[src/rtl/wdg_pkg.sv]
package wdg_pkg;

    localparam int CTL_W  = 8;
    localparam int MULT_W = 5;
    localparam int RES_W  = 2;
    // largest shift is 2*(2^RES_W - 1)
    localparam int MAX_SHIFT = 2 * ((1 << RES_W) - 1);
    localparam int CNT_W  = MULT_W + MAX_SHIFT;

    typedef struct packed {
        logic              steer;
        logic [MULT_W-1:0] mult;
        logic [RES_W-1:0]  res;
    } wdg_ctl_t;

    // timeout length in ticks: mult * 4^res
    function automatic logic [CNT_W-1:0] wdg_ticks(input wdg_ctl_t c);
        logic [CNT_W-1:0] base;
        base = CNT_W'(c.mult);
        return base << {c.res, 1'b0};
    endfunction

endpackage

[src/rtl/wdg_ctl_reg.sv]
module wdg_ctl_reg
    import wdg_pkg::*;
(
    input  logic     clk,
    input  logic     rst,
    input  logic     wr_en,
    input  wdg_ctl_t wr_data,
    input  logic     wipe,
    input  logic     aux_we,
    input  logic     aux_d,
    output wdg_ctl_t ctl_q,
    output logic     aux_q
);

    // a write restarts the count, so it never meets a wipe in one clock
    always_ff @(posedge clk) begin
        if (rst) begin
            ctl_q <= '0;
        end else if (wr_en) begin
            ctl_q <= wr_data;
        end else if (wipe) begin
            ctl_q <= '0;
        end
    end

    // the clear from a reset-steered expiry beats a software write
    always_ff @(posedge clk) begin
        if (rst) begin
            aux_q <= 1'b0;
        end else if (wipe) begin
            aux_q <= 1'b0;
        end else if (aux_we) begin
            aux_q <= aux_d;
        end
    end

endmodule

[src/rtl/wdg_count.sv]
module wdg_count
    import wdg_pkg::*;
(
    input  logic             clk,
    input  logic             rst,
    input  logic             load,
    input  logic [CNT_W-1:0] load_val,
    input  logic             tick,
    output logic             expire
);

    logic [CNT_W-1:0] cnt;
    logic             armed;

    assign expire = armed && tick && (cnt == CNT_W'(1)) && !load;

    always_ff @(posedge clk) begin
        if (rst) begin
            cnt   <= '0;
            armed <= 1'b0;
        end else if (load) begin
            cnt   <= load_val;
            armed <= (load_val != '0);
        end else if (expire) begin
            armed <= 1'b0;
        end else if (armed && tick) begin
            cnt <= cnt - 1'b1;
        end
    end

endmodule

[src/rtl/wdg_action.sv]
module wdg_action (
    input  logic clk,
    input  logic rst,
    input  logic expire,
    input  logic steer,
    input  logic restart,
    output logic wipe,
    output logic flag,
    output logic rst_req,
    output logic irq
);

    assign wipe = expire && steer;

    always_ff @(posedge clk) begin
        if (rst) begin
            flag    <= 1'b0;
            rst_req <= 1'b0;
            irq     <= 1'b0;
        end else begin
            rst_req <= expire && steer;
            irq     <= expire && !steer;
            if (expire) begin
                flag <= 1'b1;
            end else if (restart) begin
                flag <= 1'b0;
            end
        end
    end

endmodule

[src/rtl/wdg_steer.sv]
module wdg_steer
    import wdg_pkg::*;
(
    input  logic             clk,
    input  logic             rst,
    input  logic             tick_16hz,
    input  logic             ctl_we,
    input  logic [CTL_W-1:0] ctl_wdata,
    input  logic             flag_rd,
    input  logic             aux_we,
    input  logic             aux_wdata,
    output logic [CTL_W-1:0] ctl_q,
    output logic [CTL_W-1:0] flags_q,
    output logic             aux_q,
    output logic             rst_req,
    output logic             irq
);

    wdg_ctl_t         wdata_s;
    wdg_ctl_t         ctl_s;
    logic             restart;
    logic             expire;
    logic             wipe;
    logic             flag;
    logic [CNT_W-1:0] load_val;

    assign wdata_s  = wdg_ctl_t'(ctl_wdata);
    assign restart  = ctl_we || flag_rd;
    // a fresh write wins over a service read in the same clock
    assign load_val = ctl_we ? wdg_ticks(wdata_s) : wdg_ticks(ctl_s);

    wdg_ctl_reg u_reg (
        .clk     (clk),
        .rst     (rst),
        .wr_en   (ctl_we),
        .wr_data (wdata_s),
        .wipe    (wipe),
        .aux_we  (aux_we),
        .aux_d   (aux_wdata),
        .ctl_q   (ctl_s),
        .aux_q   (aux_q)
    );

    wdg_count u_cnt (
        .clk      (clk),
        .rst      (rst),
        .load     (restart),
        .load_val (load_val),
        .tick     (tick_16hz),
        .expire   (expire)
    );

    wdg_action u_act (
        .clk     (clk),
        .rst     (rst),
        .expire  (expire),
        .steer   (ctl_s.steer),
        .restart (restart),
        .wipe    (wipe),
        .flag    (flag),
        .rst_req (rst_req),
        .irq     (irq)
    );

    assign ctl_q   = CTL_W'(ctl_s);
    assign flags_q = {flag, {(CTL_W-1){1'b0}}};

endmodule

[config.mk]
export PLATFORM = sky130hd
export DESIGN_NAME = wdg_steer
export DESIGN_NICKNAME = d
export VERILOG_FILES = /design/src/rtl/wdg_pkg.sv /design/src/rtl/wdg_ctl_reg.sv /design/src/rtl/wdg_count.sv /design/src/rtl/wdg_action.sv /design/src/rtl/wdg_steer.sv
export SDC_FILE = /design/constraint.sdc
export NUM_CORES = 1
export LEC_CHECK = 0
export ABC_AREA = 1
export BUFFER_PORTS_ARGS = -buffer_cell sky130_fd_sc_hd__buf_2
export CORE_ASPECT_RATIO = 1.2
export CORE_MARGIN = 1.5
export CORE_UTILIZATION = 59
export DETAILED_ROUTE_END_ITERATION = 8
export MAX_ROUTING_LAYER = met4
export PLACE_DENSITY = 0.85
export REMOVE_ABC_BUFFERS = 1
export SLEW_MARGIN = 40
export SYNTH_ARGS = -nofsm -noshare
export SYNTH_HDL_FRONTEND = slang
export SYNTH_HIERARCHICAL = 1
export SYNTH_SLANG_ARGS = --single-unit
export TNS_END_PERCENT = 1
[constraint.sdc]
create_clock -name clk -period 2.8 [get_ports clk]
set_input_delay 0.84 -clock clk [delete_from_list [all_inputs] [get_ports clk]]
set_output_delay 0.84 -clock clk [all_outputs]
set_load 0.02 [all_outputs]
* After elaboration in Yosys (flattened, before gate mapping)
Index checks and enable logic that the tools add are counted.
Word-level totals: bits of input ports 15, register bits 24, word-level logic and storage cells 38
Operators by class: reduce and logical (&&, ||, !) cells 14, multiplexer cells 10, shifts and indexed selects 2, add/sub/neg operators 1, eq/ne operators 2
Operators by type and width (count):
- 2-to-1 mux 11 bit | 4
- left shift 5 x 3 -> 11 bit | 2
- 2-to-1 mux 8 bit | 2
- equality test 11 x 1 -> 1 bit (second input constant) | 1
- nonzero test 11 bit | 1
- subtractor 11 x 1 -> 11 bit (second input constant) | 1
- nonzero test 2 bit | 3
- logical AND 1 bit | 5
- 2-to-1 mux 1 bit | 4
- logical NOT 1 bit | 2
- inequality test 2 bit (second input constant) | 1
- AND reduction 2 bit | 1
- OR reduction 2 bit | 1
- logical OR 1 bit | 1

* Longest topological paths before layout
word-level depth 6, gate-level depth with buffers 11

* Cells and area by module
Netlist, hierarchy kept.
Modules (own cells, without submodules):
- wdg_count | area an instance 893.4 sq um, cells an instance 149, instances 1, sequential area each 240.2 sq um
- wdg_steer | area an instance 369.1 sq um, cells an instance 82, instances 1, sequential area each 0.0 sq um
- wdg_ctl_reg | area an instance 336.6 sq um, cells an instance 41, instances 1, sequential area each 180.2 sq um
- wdg_action | area an instance 100.1 sq um, cells an instance 12, instances 1, sequential area each 60.1 sq um

* Worst setup path before layout
OpenSTA, ideal clock, no wires.
path kind input -> register, from input port ctl_we, to register u_reg.aux_q, cell stages on the path 8, arrival 2.007 ns, path buffers 1, data required time 2.684 ns, path slack 0.677 ns, library setup time 0.116 ns, cell sequence or2_2 clkbuf_1 nor2_1 nand2_1 inv_1 nor2_1 o21ai_0 nor2_1
Between the ends: word-level cells in the longest chain between the ends 5
RTL lines:
- from (decl) | RTL line wdg_steer.sv:7 | input logic ctl_we,
- logical OR 1 bit | RTL line wdg_steer.sv:28 | assign restart = ctl_we || flag_rd;
- logical NOT 1 bit | RTL line wdg_count.sv:15 | assign expire = armed && tick && (cnt == CNT_W'(1)) && !load;
- logical AND 1 bit | RTL line wdg_count.sv:15
- via expire | RTL line wdg_steer.sv:22 | logic expire;
- logical AND 1 bit | RTL line wdg_action.sv:13 | assign wipe = expire && steer;
- via wipe | RTL line wdg_steer.sv:23 | logic wipe;
- OR reduction 2 bit (no line)
- to (signal assigned) | RTL line wdg_ctl_reg.sv:33 | aux_q <= aux_d;
- to (decl) | RTL line wdg_ctl_reg.sv:12 | output logic aux_q
The timed path passes the listed nets, and every way through them passes these cells. A chain may end at the register's enable or synchronous reset.

* Worst setup path after layout
from input port ctl_we, to register u_cnt.armed
Between the ends: word-level cells in the longest chain between the ends 4, elaborated cells on any way between the ends 7
RTL lines:
- logical OR 1 bit * | RTL line wdg_steer.sv:28
- via restart | RTL line wdg_steer.sv:21 | logic restart;
- logical NOT 1 bit | RTL line wdg_count.sv:15
- logical AND 1 bit | RTL line wdg_count.sv:15
- nonzero test 2 bit (no line)
- to (signal assigned) | RTL line wdg_count.sv:23 | armed <= (load_val != '0);
- to (decl) | RTL line wdg_count.sv:13 | logic armed;
Mark *: on every way through the listed nets, which the timed path passes. The rest lies on a longest branch.

==> run metrics <==
Gate power share=30.1%; number of flops mapped to enable cells by yosys=0; ratio of final minimum period to clock period=76.3%; Final nets=325; # port buffers=26; Power Total=806 uW; final setup fails=0; outcome=finished clean; CTS Sinks=24; first-pass GRT wire length=6060 um; Cell Area, Placed=0.00181 mm^2; Sw Pwr=281 uW; Clock transition at path regs=0.12 ns; number of global-route vias before repair=1422; max cap viols=0; number of cells on the critical path=6; GPL Wtd Cong=0.922; All-Layer GR Usage=25.4%; Net Sw Frac=34.9%; row count=21; CP Class=in -> reg; Clk pwr share=22.3%; clock latency on the worst-skew pair=0.31 ns; Worst Path Buf+Inv=2; placed cells=337; Top Metal Used=met4; Reg2Reg Launch Point=u_cnt/cnt[0]; most frequent cell after synthesis=nand2_1; CP Capture Type=flip-flop; Die Height=61.8 um; Critical Path Fanout Max=17; WL final=3690 um; initial antenna violation count=0; Worst R2R Path Depth=10; crit-path cells=buf_2 -> or2_2 -> inv_1 -> nor4_1 -> nand3_1 -> nor3b_1; CTS-repair resized insts=0; Area Growth Syn to Fin=8.39%; RSZ-0062 raised after global routing=false; total negative slack=0 ns; min-delay src=u_act/flag; Leak=0.000936 uW; DP HPWL=2950 um; WL met1=1620 um; Min-Delay Path Class=reg -> reg; synthesized instance count=284; Seq/Total Area, Yosys=28.3%; met2 wire length=1940 um; dominant cell type by area after synthesis=dfxtp_1; top cell type's share of synthesized area=28.3%; detailed-router iteration count before antenna repair=4; CTS tree=yes; Layout Cells excl Fill=341; pre-CTS setup slack=0.378 ns; Seq pwr share=47.6%; Mapped Area=0.00170 mm^2; maximum VDD drop=0.243 mV; DR iter-0 viols=53; post-route setup slack=0.665 ns; Worst EP required=3.00 ns; synth warn=6; Post CTS Setup Buffer Count=0; asr flop ratio synth=0%; critical path capture point=u_cnt/armed; endpoints failing hold=0; Die W=52.0 um; Post-synth top cells=nand2_1 (110), nor2_1 (32), dfxtp_1 (24); gr ovfl total=0; drt via density=5.04; top_reg_cell synth=dfxtp_1; Seq cells post-synth=24; CP Data Arrival Time=2.33 ns; post-route minimum period=2.14 ns; post-cts hold buffer count=0; CTS HTree Levels=1; FMAX=468 MHz; Clock Skews=0.0119 ns; kind of start point of the critical path=input port; r2r endpoint=u_reg/ctl_q[0]; pin count of the biggest net entering global routing=22; Initial Utilization=61.6%; CP max stage delay=0.36 ns; Crit. Startpoint=ctl_we; Synth area leaders=dfxtp_1 (28%), nand2_1 (24%), nor2_1 (7.1%), inv_1 (5.1%), a21oi_1 (4.7%); Worst path top cell family by delay=simple AND/OR/NAND/NOR gates; total CTS buffers=3; drc violations=0; Max clock buf depth=2; WL/cell=10.8 um; Internal Power=525 uW; Netlist cell types=30; Antenna diodes=0; synthesized area per cell=5.98 um^2; layout cells sized above 1=16.0%; Final ANT Viol Nets=0; Core Footprint=0.00276 mm^2; register-to-register setup slack=1.00 ns; fin. max-slew vios=0; total met3 wirelength after detailed routing=111 um; root buf cell=clkbuf_4; Vias=1719; Pwr Density=438 mW/mm^2; Top Ports=34; design area=0.00184 mm^2; die area=0.00321 mm^2; CP max-delay cell=or2_2
==> routing by layer <==
metal  track usage (%)  vias up
li1                  -      923
met2              45.8       34
met3              3.11        2
met4              6.77        0
met1              29.9      760
met5                 -        -
==> state kept, by name (all words and copies together) (netlist names) <==
name / cells
u_cnt/cnt: 11
u_reg/ctl_q: 8
u_act/flag: 1
u_act/irq: 1
u_act/rst_req: 1
u_cnt/armed: 1
u_reg/aux_q: 1
==> worst reg2reg max path, stage by stage, from the launching register on <==
cell	delay, ns
dfxtp_1	0.43
ha_1	0.20
nand2_1	0.06
nor2_1	0.17
nand3_4	0.13
nor2_1	0.21
nand2_1	0.10
inv_1	0.18
nor2_8	0.07
nand2_1	0.07
a21oi_1	0.06
==> through the flow <==
stage	hold slack [ns]	utilization, %
2_1_floorplan	0.460	-
3_3_place_gp	0.450	65.4
3_5_place_dp	0.453	65.4
4_1_cts	0.473	66.8
5_1_grt	0.507	66.8
6_report	0.470	66.8
==> placed cells by master (no fill, tap or decap), types with 3 or more instances in the layout <==
| cell type | instances |
|---|---|
| nand4_1 | 3 |
| dfxtp_1 | 24 |
| a21oi_1 | 16 |
| nand3_1 | 16 |
| nand2_1 | 110 |
| buf_2 | 26 |
| conb_1 | 7 |
| nand2_2 | 4 |
| nor4_1 | 3 |
| o21ai_0 | 13 |
| nor2_1 | 32 |
| inv_1 | 23 |
| inv_2 | 6 |
| clkbuf_4 | 3 |
==> power groups by stage <==
stage / sequential [uW] / combinational (uW) / clock, uW
5_1_grt: 387 / 273 / 206
2_1_floorplan: 395 / 172 / 0
4_1_cts: 383 / 242 / 187
3_5_place_dp: 391 / 241 / 0
6_report: 383 / 243 / 180
3_3_place_gp: 390 / 239 / 0
==> final cells by class <==
class | instances | area (um^2)
Tap cell | 34 | 42.5
Sequential cell | 24 | 480
Inverter | 30 | 113
Multi-Input combinational cell | 223 | 1040
Fill cell | 268 | 917
Clock buffer | 4 | 36.3
Timing Repair Buffer | 26 | 130
==> how the worst min path moves through the flow <==
stage	slack [ns]	endpoint	cells after the start
after detailed placement	0.45	u_act/flag	2
after global routing	0.51	u_act/flag	2
final	0.47	u_act/flag	2
after global placement	0.45	u_act/irq	1
after floorplan	0.46	u_cnt/cnt[1]	2
after CTS	0.47	u_act/flag	2
==> logic make-up after synthesis <==
group                      synth area share, %
AOI/OAI and AO/OA                         10.8
xor gates and xnor gates                  1.55
adders and majority gates                 1.47
buffers and inverters                     11.9
DFF                                       28.3
other                                    0.221
and+or+nand+nor                           45.9
Note: power is estimated with default switching activity, not from simulation.
